File: src/rtl/lsq_pkg.sv
package lsq_pkg;
  typedef enum logic [1:0] {
    ST_AVAIL   = 2'd0,
    ST_LQ_FULL = 2'd1,
    ST_SQ_FULL = 2'd2
  } lsq_status_e;
endpackage

File: src/rtl/lsq_tag_queue.sv
module lsq_tag_queue #(
  parameter int DEPTH = 8,
  parameter int TAG_W = 16
) (
  input  logic             clk,
  input  logic             rst,
  input  logic             alloc,
  input  logic [TAG_W-1:0] alloc_tag,
  input  logic             alloc_bar,
  input  logic             clr,
  input  logic [TAG_W-1:0] clr_tag,
  input  logic [TAG_W-1:0] qry_tag,
  output logic             full,
  output logic             hit,
  output logic             hit_bar,
  output logic             older_any,
  output logic             older_bar
);
  localparam int CW = $clog2(DEPTH + 1);
  localparam int IW = (DEPTH > 1) ? $clog2(DEPTH) : 1;

  logic [DEPTH-1:0] vld;
  logic [DEPTH-1:0] bar;
  logic [TAG_W-1:0] tags [DEPTH];
  logic [CW-1:0]    count;

  logic [DEPTH-1:0] m_clr, m_qry, m_old;
  logic [IW-1:0]    free_idx;

  // one comparator set per entry
  for (genvar i = 0; i < DEPTH; i++) begin : g_cmp
    assign m_clr[i] = vld[i] && (tags[i] == clr_tag);
    assign m_qry[i] = vld[i] && (tags[i] == qry_tag);
    assign m_old[i] = vld[i] && (tags[i] <  qry_tag);
  end

  always_comb begin
    free_idx = '0;
    for (int i = DEPTH - 1; i >= 0; i--) begin
      if (!vld[i]) free_idx = IW'(i);
    end
  end

  assign full      = (count == CW'(DEPTH));
  assign hit       = |m_qry;
  assign hit_bar   = |(m_qry & bar);
  assign older_any = |m_old;
  assign older_bar = |(m_old & bar);

  logic clr_hit;
  assign clr_hit = clr && (|m_clr);

  always_ff @(posedge clk) begin
    if (rst) begin
      vld   <= '0;
      bar   <= '0;
      count <= '0;
    end else begin
      for (int i = 0; i < DEPTH; i++) begin
        if (clr && m_clr[i]) vld[i] <= 1'b0;
        if (alloc && (free_idx == IW'(i))) begin
          vld[i] <= 1'b1;
          bar[i] <= alloc_bar;
        end
      end
      count <= count + CW'(alloc) - CW'(clr_hit);
    end
  end

  always_ff @(posedge clk) begin
    for (int i = 0; i < DEPTH; i++) begin
      if (alloc && (free_idx == IW'(i))) tags[i] <= alloc_tag;
    end
  end

  // occupancy never exceeds the depth
  assert_no_overflow_R8: assert property (@(posedge clk) disable iff (rst)
    count <= CW'(DEPTH));

  // the top never allocates into a full queue
  assert_no_alloc_full_R9: assert property (@(posedge clk) disable iff (rst)
    alloc |-> !full);

  // a completion that hits shrinks occupancy unless an allocation lands
  assert_clear_shrinks_R10: assert property (@(posedge clk) disable iff (rst)
    (clr_hit && !alloc) |=> (count == $past(count) - CW'(1)));
endmodule

File: src/rtl/lsq_ready_eval.sv
module lsq_ready_eval (
  input  logic no_alias,
  input  logic lq_hit,
  input  logic lq_hit_bar,
  input  logic lq_older_any,
  input  logic lq_older_bar,
  input  logic sq_hit,
  input  logic sq_older_any,
  output logic ready
);
  logic store_clear;
  assign store_clear = no_alias || !sq_older_any;

  always_comb begin
    if (!lq_hit && !sq_hit) begin
      ready = 1'b1;
    end else if (lq_hit && sq_hit) begin
      ready = !lq_older_any && !sq_older_any;
    end else if (lq_hit) begin
      if (lq_hit_bar) ready = !lq_older_any && store_clear;
      else            ready = !lq_older_bar && store_clear;
    end else begin
      ready = !sq_older_any && !lq_older_any;
    end
  end
endmodule

File: src/rtl/lsq_order.sv
module lsq_order #(
  parameter int LQ_DEPTH = 8,
  parameter int SQ_DEPTH = 8,
  parameter int TAG_W    = 16
) (
  input  logic             clk,
  input  logic             rst,
  input  logic             no_alias,
  input  logic             disp_valid,
  input  logic [TAG_W-1:0] disp_tag,
  input  logic             disp_may_load,
  input  logic             disp_may_store,
  input  logic             disp_side_fx,
  output logic [1:0]       avail_status,
  output logic             disp_err,
  input  logic [TAG_W-1:0] qry_tag,
  output logic             qry_ready,
  input  logic             done_valid,
  input  logic [TAG_W-1:0] done_tag
);
  import lsq_pkg::*;

  logic lq_full, sq_full;
  logic lq_hit, lq_hit_bar, lq_older_any, lq_older_bar;
  logic sq_hit, sq_hit_bar, sq_older_any, sq_older_bar;
  lsq_status_e st;
  logic accept, lq_alloc, sq_alloc, err_q;

  always_comb begin
    if (disp_may_load && lq_full)       st = ST_LQ_FULL;
    else if (disp_may_store && sq_full) st = ST_SQ_FULL;
    else                                st = ST_AVAIL;
  end

  assign accept   = disp_valid && (st == ST_AVAIL) && (disp_may_load || disp_may_store);
  assign lq_alloc = accept && disp_may_load;
  assign sq_alloc = accept && disp_may_store;

  always_ff @(posedge clk) begin
    if (rst) err_q <= 1'b0;
    else     err_q <= disp_valid && (st != ST_AVAIL);
  end

  assign avail_status = st;
  assign disp_err     = err_q;

  lsq_tag_queue #(.DEPTH(LQ_DEPTH), .TAG_W(TAG_W)) u_lq (
    .clk(clk), .rst(rst),
    .alloc(lq_alloc), .alloc_tag(disp_tag), .alloc_bar(disp_side_fx),
    .clr(done_valid), .clr_tag(done_tag), .qry_tag(qry_tag),
    .full(lq_full), .hit(lq_hit), .hit_bar(lq_hit_bar),
    .older_any(lq_older_any), .older_bar(lq_older_bar)
  );

  lsq_tag_queue #(.DEPTH(SQ_DEPTH), .TAG_W(TAG_W)) u_sq (
    .clk(clk), .rst(rst),
    .alloc(sq_alloc), .alloc_tag(disp_tag), .alloc_bar(disp_side_fx),
    .clr(done_valid), .clr_tag(done_tag), .qry_tag(qry_tag),
    .full(sq_full), .hit(sq_hit), .hit_bar(sq_hit_bar),
    .older_any(sq_older_any), .older_bar(sq_older_bar)
  );

  lsq_ready_eval u_rdy (
    .no_alias(no_alias),
    .lq_hit(lq_hit), .lq_hit_bar(lq_hit_bar),
    .lq_older_any(lq_older_any), .lq_older_bar(lq_older_bar),
    .sq_hit(sq_hit), .sq_older_any(sq_older_any),
    .ready(qry_ready)
  );

  // an operation touching no queue is always available
  assert_nonmem_avail_R7: assert property (@(posedge clk) disable iff (rst)
    (!disp_may_load && !disp_may_store) |-> (avail_status == 2'd0));

  // a refused dispatch is flagged in the next cycle
  assert_err_flag_R9: assert property (@(posedge clk) disable iff (rst)
    (disp_valid && avail_status != 2'd0) |=> disp_err);

  // a store-only entry never reports ready with an older load queued
  assert_store_wait_R2: assert property (@(posedge clk) disable iff (rst)
    (sq_hit && !lq_hit && lq_older_any) |-> !qry_ready);

  // an absent tag is ready
  assert_absent_ready_R6: assert property (@(posedge clk) disable iff (rst)
    (!lq_hit && !sq_hit) |-> qry_ready);

  logic unused_bits;
  assign unused_bits = sq_hit_bar ^ sq_older_bar;
endmodule

File: config.mk
export PLATFORM = sky130hd
export DESIGN_NAME = lsq_order
export DESIGN_NICKNAME = d
export VERILOG_FILES = /design/src/rtl/lsq_pkg.sv /design/src/rtl/lsq_tag_queue.sv /design/src/rtl/lsq_ready_eval.sv /design/src/rtl/lsq_order.sv
export SDC_FILE = /design/constraint.sdc
export NUM_CORES = 1
export LEC_CHECK = 0
export BUFFER_PORTS_ARGS = -buffer_cell sky130_fd_sc_hd__clkbuf_2
export CORE_ASPECT_RATIO = 1.2
export CORE_MARGIN = 8
export CORE_UTILIZATION = 29
export DETAILED_ROUTE_END_ITERATION = 12
export GPL_TIMING_DRIVEN = 1
export PLACE_DENSITY_LB_ADDON = 0.15
export SETUP_SLACK_MARGIN = 0.15
export SLEW_MARGIN = 30
export SYNTH_ARGS = -nofsm -noshare
export SYNTH_HDL_FRONTEND = slang
export SYNTH_HIERARCHICAL = 1
export SYNTH_SLANG_ARGS = --single-unit
File: constraint.sdc
create_clock -name clk -period 4 [get_ports clk]
set_clock_uncertainty 0.15 [all_clocks]
set_input_delay 0.8 -clock clk [delete_from_list [all_inputs] [get_ports clk]]
set_output_delay 0.8 -clock clk [all_outputs]
set_load 0.005 [all_outputs]
==> results.yml, run 1 <==
run:
  drv_cap: 0
die:
  die_w_um: 245
  fp.dieH_um: 291
  core_um2: 62900
  num_rows: 101
  initial_core_util_pct: 29.1
  io_pins: 60
  dieArea_um2: 71500
global_routing:
  grt_pass1_vias: 15100
  grtUsageTotal_pct: 21.4
  grt_pass1_wl_mm: 109
  grt_max_degree: 34
  antenna_found_initial: 3
  overflow: 0
critical_path:
  cp_common_cell: "buf_6"
  path_class: "input port to output pin"
  rrSetupSlack_ns: 0.31
  cp_num_buf_inv: 5
  crit_path_end_kind: "output pin"
  worstPathMaxFanout: 5
  path_cells: "buf_8, clkinvlp_4, buf_6, buf_6, ha_4, nand4_1, o32ai_1, a21oi_1, nor4b_4, or3_4, or4_4, o21ai_2, nand2_1, nor2_1, buf_2"
  crit_required_ns: 3.05
  cp_top_family: "simple AND/OR/NAND/NOR gates"
  cp.arrival_ns: 3.60
  slowest_stage: "or4_4"
  slowest_delay_ns: 0.49
  worst_setup_path_start_kind: "input port"
timing:
  slew_headroom_pct: 35.1
  finalCritPeriodShare_pct: 114
  finalCriticalPeriod_ns: 4.55
  hold_viol: 0
  setup_slack_ns: -0.550
  setup_violations: 1
  worst_pin_slew_ns: 0.973
  fmax_mhz: 220
  maxSlewViolCount: 0
  grt_setup_unrepaired: "yes"
clocking:
  clk_latency_ns: 0.57
  h-tree-depth: 2
  cts_root_buf: "clkbuf_16"
  cts_tree: "done"
  clock-sinks: 289
  cts_inserted_buffers: 37
  clk_pin_slew_worst_paths_ns: 0.05
  clockBufferDepth: 3
detailed_routing:
  ant_nets: 0
  drtIter0Drc: 824
  drc: 0
  drt_wl_total_mm: 78.1
  drt-pass1-iter-count: 5
  via_per_inst: 5.15
  via_count: 14500
  wl_per_cell_um: 27.8
finish:
  seqCellArea_um2: 8350
  multiInputGateArea_um2: 9730
  finalNetCount: 2278
  drive_gt1_share_pct: 23.6
  fillers: 6168
  area_growth_pct: 29.1
  final_area_um2: 23600
outcome:
  status: "finished with violations"
  failed_checks: "setup timing"
synth:
  syn_area_um2: 18300
  synth_nets: 1927
  postSynthCellCount: 1603
  avgSynthCellArea_um2: 11.4
  ys.warnings.count: 6
placed_design:
  place_ws_ns: -0.688
  post_dp_cell_area_um2: 22000
  place.detailed.hpwl_mm: 59.2
  io_buffers: 59
  gp_congestion: 0.932
pwr:
  max-vdd-ir-drop_uv: 297
  p_leak_nw: 9.32
  powerDensity_nw_per_um2: 353
worst_hold_path:
  hold_class: "flop to flop"
## layer usage
| layer | routed length [um] | vias up | GRT usage [%] |
|---|---|---|---|
| met2 | 40300 | 413 | 39.1 |
| met3 | 2820 | 166 | 2.81 |
| met5 | 13 | - | 0 |
| met1 | 31000 | 7187 | 24.5 |
| li1 | - | 6684 | - |
| met4 | 4040 | 2 | 9.64 |
## worst register-to-register path: stages, from the launching register on
cell	delay [ns]
edfxtp_1	0.42
buf_4	0.16
xor2_1	0.19
nor4_2	0.37
buf_4	0.16
nand4_1	0.10
nor4_2	0.29
buf_4	0.21
nor2_1	0.06
a41oi_1	0.30
ha_1	0.29
inv_1	0.05
ha_1	0.15
inv_1	0.06
fa_1	0.37
xor2_1	0.17
nor2_1	0.05
## final timing paths
kind	start	end	depth (start not counted)
max	qry_tag[9]	qry_ready	15
min	u_lq/bar[2]	u_lq/bar[2]	2
max reg2reg	u_sq/tags[0][28]	u_sq/count[2]	16
min reg2reg	u_lq/bar[2]	u_lq/bar[2]	2
## per-stage QoR
step | instances | power [mW] | hold slack, ns | setup TNS, ns | utilization [%]
6_report | 2807 | 8.36 | 0.331 | -0.550 | 37.6
5_1_grt | 2805 | 8.68 | 0.325 | -0.611 | 37.6
4_1_cts | 2801 | 8.44 | 0.312 | -0.533 | 37.3
3_5_place_dp | 2729 | 4.87 | 0.320 | -2.36 | 35.0
3_3_place_gp | 2729 | 4.85 | 0.314 | -2.23 | 35.0
2_1_floorplan | 1603 | 4.13 | 0.299 | 0 | -
## placed cells by master, fill, tap and decap left out, types with 5 or more instances in the layout
master and instances:
mux2i_1 6, inv_1 75, nor3_1 18, inv_2 6
edfxtp_1 256, o211ai_1 8, a21o_1 17, o21ai_1 7
a21oi_2 5, a211oi_1 5, a31oi_1 5, ha_1 258
nand2b_1 8, buf_12 33, clkinvlp_4 6, nand2_1 90
clkinv_1 10, xnor2_1 161, a21oi_1 124, buf_4 256
and4_1 9, bufinv_16 5, nor4_1 30, ha_4 8
nand3_1 35, and3_1 11, dfxtp_1 33, buf_6 5
xor2_1 99, nand4_1 83, o21ai_0 34, and4b_1 6
clkbuf_16 39, nor2b_1 24, clkbuf_2 53, nor4_2 8
nor2_1 46
## area by class of cell
| class | count | area share [%] |
|---|---|---|
| antenna | 2 | 0.0212 |
| clock buffer | 41 | 4.16 |
| clock inverter | 25 | 1.10 |
| inverter | 86 | 1.44 |
| multi-input combinational | 1189 | 41.1 |
| sequential | 289 | 35.3 |
| tap | 824 | 4.36 |
| timing repair buffer | 351 | 12.5 |
## flip-flops by register name (all words and copies together), names as in the netlist
| name | count |
|---|---|
| u_sq/count | 4 |
| u_sq/vld | 8 |
| u_lq/tags | 128 |
| disp_err | 1 |
| u_sq/tags | 128 |
| u_lq/vld | 8 |
| u_lq/count | 4 |
| u_lq/bar | 8 |
## power by group
group          internal (mW)  switching [mW]  total, mW
logic                  0.583           0.825       1.41
registers               3.38          0.0635       3.45
clock network           2.10            1.41       3.50
total                   6.06            2.30       8.36
## repair_timing
| action | CTS | global route |
|---|---|---|
| setup buffers | 6 | 4 |
| hold buffers | 0 | 0 |
| pin swaps | 10 | 20 |
| resized for setup | 30 | 28 |
| endpoints found under the setup margin | 4 | 3 |
Note: power is estimated with default switching activity, not from simulation.
==> run 2: changes to the inputs <==
--- a/config.mk
+++ b/config.mk
@@ -14,2 +14,3 @@
 export PLACE_DENSITY_LB_ADDON = 0.15
+export RECOVER_POWER = 100
 export SETUP_SLACK_MARGIN = 0.15
@@ -20 +21,2 @@
 export SYNTH_SLANG_ARGS = --single-unit
+export TNS_END_PERCENT = 50
--- a/constraint.sdc
+++ b/constraint.sdc
@@ -4,2 +4,2 @@
 set_output_delay 0.8 -clock clk [all_outputs]
-set_load 0.005 [all_outputs]
+set_load 0.01 [all_outputs]
==> run 2 against run 1 <==
Net effect:
- the run ends with capacitance limit, slew limit, setup timing left
- register-to-register slack worse by 0.02 ns
- setup slack better by 0.0095 ns
- sequential power hardly changed
- via count rose by 0.32%
- sequential share of layout area is 0.088 points lower
==> results.yml, run 2 (same netlist as run 1, synthesis figures left out) <==
outcome:
  status: "finished with violations"
  failed_checks: "capacitance limit, slew limit, setup timing"
clocking:
  cts_hold_buf: 0
  cts_root_buf: "clkbuf_16"
  clk_pin_slew_worst_paths_ns: 0.05
  clk_latency_ns: 0.56
  h-tree-depth: 2
  clockBufferDepth: 3
  clock-sinks: 289
  cts_tree: "done"
  cts_inserted_buffers: 37
timing:
  fmax_mhz: 220
  maxSlewViolCount: 290
  grt_setup_unrepaired: "yes"
  slew_headroom_pct: -37.4
  setup_slack_ns: -0.541
  finalCriticalPeriod_ns: 4.54
  setup_violations: 6
  hold_viol: 0
  finalCritPeriodShare_pct: 114
  worst_pin_slew_ns: 2.06
critical_path:
  rr_startpoint: "u_sq/tags[0][46]"
  crit_required_ns: 3.05
  r2r_end: "u_sq/count[3]"
  crit_path_end: "qry_ready"
  cp.arrival_ns: 3.59
  path_class: "input port to output pin"
  reg2reg_depth: 15
  worst_setup_path_start_kind: "input port"
  crit_path_end_kind: "output pin"
  crit_start: "qry_tag[13]"
  rrSetupSlack_ns: 0.29
  worstPathMaxFanout: 7
finish:
  drive_gt1_share_pct: 21.6
  area_growth_pct: 29.4
  reg.largest.list: "u_lq/tags: 128 flops, u_sq/tags: 128 flops"
  layout_commonest_cell: "edfxtp_1"
  multiInputGateArea_um2: 9740
  final_cell_mix: "edfxtp_1 (256), ha_1 (253), buf_4 (218)"
  seqCellArea_um2: 8350
  finalNetCount: 2273
  fillers: 6179
detailed_routing:
  drt_wl_total_mm: 78.2
  wl_per_cell_um: 27.9
  drt-pass1-iter-count: 5
  ant_nets: 0
  drtIter0Drc: 799
  via_per_inst: 5.18
  via_count: 14500
  drc: 0
placed_design:
  io_buffers: 59
  place.detailed.hpwl_mm: 58.6
  place_ws_ns: -0.712
  gp_congestion: 0.963
global_routing:
  grtUsageTotal_pct: 21.5
  grt_pass1_wl_mm: 110
  grt_max_degree: 34
  grt_pass1_vias: 15300
  overflow: 0
  antenna_found_initial: 1
worst_hold_path:
  hp-start: "disp_valid"
  hold_class: "input port to flop"
die:
  io_pins: 60
  dieArea_um2: 71500
  num_rows: 101
  initial_core_util_pct: 29.1
  die_w_um: 245
  fp.dieH_um: 291
  core_um2: 62900
pwr:
  powerDensity_nw_per_um2: 355
  p_leak_nw: 9.21
  total_power_mw: 8.43
  max-vdd-ir-drop_uv: 277
run:
  drv_cap: 16
==> run 2: changes by cell type in the layout (fill, tap and decap cells not counted), sizes merged <==
| cell | change |
|---|---|
| buf | -22 |
| clkinv | -1 |
| clkbuf | +16 |
| bufinv | +2 |
| inv | -1 |
==> run 2: through the flow <==
stage          TNS [ns]  area (um^2)  std cells  hold WS (ns)  util (%)
6_report          -1.47        23700       2801         0.339      37.7
5_1_grt           -2.55        23700       2799         0.323      37.7
4_1_cts          -0.574        23400       2786         0.310      37.2
3_5_place_dp      -2.65        22000       2714         0.347      35.0
3_3_place_gp      -2.71        22000       2714         0.342      35.0
2_1_floorplan         0        18400       1603         0.299         -
==> run 2: layout make-up <==
cell class	count	share of cell area, %
tap	824	4.35
timing repair buffer	346	12.6
inverter	86	1.44
antenna	2	0.0211
sequential	289	35.2
clock buffer	40	3.95
multi-input combinational	1189	41.1
clock inverter	25	1.36
==> run 2: power breakdown <==
group / switching [mW] / leakage, nW / internal [mW] / total (mW)
sequential: 0.0691 / 2.58 / 3.39 / 3.46
combinational: 0.830 / 6.02 / 0.578 / 1.41
clock: 1.41 / 0.614 / 2.15 / 3.56
total: 2.31 / 9.21 / 6.12 / 8.43
==> run 2: metal layers <==
metal	vias to the layer above	share of wire, %	global-route usage (%)
li1	6681	-	-
met1	7217	39	24.0
met2	426	51	38.9
met3	174	3.6	2.89
met4	0	6.5	11.9
met5	-	0	0
==> run 2: how the worst min path moves through the flow <==
stage	endpoint	slack [ns]	cells after the start
after floorplan	u_lq/bar[7]	0.30	2
after detailed placement	u_lq/bar[7]	0.35	2
after CTS	disp_err	0.31	3
final	disp_err	0.34	3
after global routing	disp_err	0.32	3
after global placement	u_lq/bar[7]	0.34	2
==> run 2: worst max-delay path: stages <==
cell and delay, ns:
clkbuf_2 0.09, inv_1 0.06, buf_4 0.18, ha_1 0.35
nand4_4 0.14, nor3_2 0.23, a21boi_2 0.22, or4b_4 0.14
inv_2 0.03, or3_1 0.34, or4_4 0.56, o21ai_2 0.14
nand2_1 0.07, nor2_2 0.09, buf_2 0.13
==> run 2: what timing repair did <==
| item | CTS | global route |
|---|---|---|
| buffers inserted | 7 | 13 |
| gates resized for setup | 20 | 39 |
| pin swaps | 7 | 21 |
| setup endpoints to repair | 4 | 4 |
| endpoints found under the hold margin | 0 | 0 |
==> run 3: changes to the inputs <==
- RECOVER_POWER: 100 -> 50
- clock period: 4 -> 4.7 ns (I/O delays scaled with it)
==> run 3 against run 2 <==
Net effect:
- the run still ends with capacitance limit, slew limit, setup timing left
- register-to-register slack better by 0.59 ns
- total power down 18%
- flip-flop and latch count unchanged
- count of clock-buffer cells in the layout rose by 4
- utilization is 1.1 points lower
- worst hold slack improved by 0.0027 ns
- die area unchanged
- sequential share of layout area grew 1.1 points
- final cell count decreased by 3.2%
- cell area fell by 2.9%
- critical path type unchanged
- largest cell class unchanged
- largest power group is now sequential cells
==> results.yml, run 3 (same netlist as run 1, synthesis figures left out) <==
detailed_routing:
  via_per_inst: 5.18
  wl_per_cell_um: 27.0
  drt_wl_total_mm: 73.2
  via_count: 14000
  drtIter0Drc: 792
  drc: 0
  drt-pass1-iter-count: 7
  ant_nets: 0
die:
  io_pins: 60
  num_rows: 101
  initial_core_util_pct: 29.1
  core_um2: 62900
  dieArea_um2: 71500
  fp.dieH_um: 291
  die_w_um: 245
timing:
  setup_slack_ns: -0.136
  worst_pin_slew_ns: 2.00
  hold_viol: 0
  fmax_mhz: 207
  finalCriticalPeriod_ns: 4.84
  maxSlewViolCount: 218
  grt_setup_unrepaired: "yes"
  setup_violations: 1
  finalCritPeriodShare_pct: 103
  slew_headroom_pct: -33.5
clocking:
  cts_tree: "done"
  cts_root_buf: "clkbuf_16"
  clock-sinks: 289
  h-tree-depth: 2
  clk_pin_slew_worst_paths_ns: 0.06
  clk_latency_ns: 0.55
  clockBufferDepth: 3
  cts_inserted_buffers: 36
outcome:
  failed_checks: "capacitance limit, slew limit, setup timing"
  status: "finished with violations"
critical_path:
  crit_path_end_kind: "output pin"
  worstPathMaxFanout: 4
  crit_required_ns: 3.61
  cp_num_buf_inv: 5
  cp_top_family: "simple AND/OR/NAND/NOR gates"
  path_class: "input port to output pin"
  worst_setup_path_start_kind: "input port"
  cp.arrival_ns: 3.75
  slowest_delay_ns: 0.55
  slowest_stage: "or4_4"
  rrSetupSlack_ns: 0.88
  path_cells: "clkbuf_16, clkinvlp_4, buf_12, ha_4, nand4_4, nor3_4, a21boi_2, or4b_4, inv_2, or3_4, or4_4, o21ai_2, nand2_1, nor2_1, buf_2"
pwr:
  total_power_mw: 6.88
  power_frac_comb_pct: 16.4
  power_switching_mw: 1.91
  seq_power_share_pct: 42.7
  swShare_pct: 27.7
  p_int_mw: 4.97
  p_leak_nw: 8.74
  powerDensity_nw_per_um2: 299
  p_clk_share_pct: 40.9
  max-vdd-ir-drop_uv: 176
finish:
  finalNetCount: 2187
  fillers: 6240
  seqCellArea_um2: 8350
  area_growth_pct: 25.6
  layout_commonest_cell: "edfxtp_1"
  reg.largest.list: "u_lq/tags: 128 flops, u_sq/tags: 128 flops"
  multiInputGateArea_um2: 9940
  finalNonFillerCells: 2711
  n_antenna_cell: 0
  final_cell_mix: "edfxtp_1 (256), ha_1 (244), buf_4 (163)"
  drive_gt1_share_pct: 20.1
placed_design:
  place_inst: 2619
  place.detailed.hpwl_mm: 54.0
  io_buffers: 59
  gp_congestion: 0.873
global_routing:
  overflow: 0
  antenna_found_initial: 0
  grt_pass1_vias: 14700
  grtUsageTotal_pct: 20.0
  grt_max_degree: 34
  grt_pass1_wl_mm: 103
run:
  drv_cap: 12
worst_hold_path:
  hold_class: "flop to flop"
run 3: changes by cell type in the layout (fill, tap and decap cells not counted), moves of 5 or more:
cell / previous run / this run
buf_12: 46 / 23
buf_4: 218 / 163
buf_6: 7 / 18
clkbuf_1: 40 / 27
clkinv_1: 8 / 3
ha_1: 253 / 244
ha_4: 13 / 21
run 3: power groups by stage:
stage | logic, mW | clock network (mW) | registers (mW)
after detailed placement | 1.05 | 0 | 2.99
after CTS | 1.09 | 2.88 | 2.93
final | 1.13 | 2.81 | 2.94
after global placement | 1.03 | 0 | 2.99
after floorplan | 0.546 | 0 | 2.97
after global routing | 1.23 | 2.96 | 2.94
run 3: layout make-up:
type | count | share of cell area (%)
Multi-Input combinational cell | 1189 | 43.2
Sequential cell | 289 | 36.3
Timing Repair Buffer | 261 | 9.50
Clock inverter | 18 | 0.968
Inverter | 86 | 1.55
Clock buffer | 44 | 4.04
Tap cell | 824 | 4.48
run 3: worst register-to-register path, stage by stage (launching register included):
cell and delay (ns):
edfxtp_1 0.42, xor2_1 0.28, nor4_1 0.14, nand4_1 0.15
nor3_1 0.10, buf_4 0.15, nor4_1 0.62, a41oi_1 0.31
buf_4 0.22, ha_1 0.26, inv_1 0.04, ha_1 0.20
fa_1 0.39, xnor2_1 0.15, nor2_1 0.05
run 3: path summary, 6_finish.rpt:
| path | from | to | depth (start not counted) |
|---|---|---|---|
| setup / recovery | qry_tag[14] | qry_ready | 15 |
| hold / removal | u_lq/bar[7] | u_lq/bar[7] | 2 |
| setup reg to reg | u_lq/tags[0][50] | u_lq/count[2] | 14 |
| hold reg to reg | u_lq/bar[7] | u_lq/bar[7] | 2 |
run 3: through the flow:
step / hold WS (ns) / setup slack, ns / util (%) / setup TNS, ns / cell area (um^2)
finish: 0.342 / -0.136 / 36.6 / -0.136 / 23000
global route: 0.359 / -0.199 / 36.6 / -0.199 / 23000
CTS: 0.335 / -0.113 / 35.8 / -0.113 / 22600
detailed placement: 0.327 / -0.434 / 33.4 / -0.434 / 21000
global placement: 0.325 / -0.350 / 33.4 / -0.350 / 21000
floorplan: 0.299 / 0.468 / - / 0 / 18300
run 3: repair_timing:
item	CTS	global route
pin swaps	17	37
resized for setup	36	66
endpoints found under the setup margin	1	1
buffers inserted	18	13
hold buffers	0	0
run 3: layer usage:
metal / vias to the layer above / global-route usage (%) / share of wire, %
met5: - / 0 / 0
met3: 135 / 2.26 / 3.1
met1: 7084 / 23.4 / 40
li1: 6508 / - / -
met4: 0 / 7.17 / 3.9
met2: 314 / 37.0 / 52
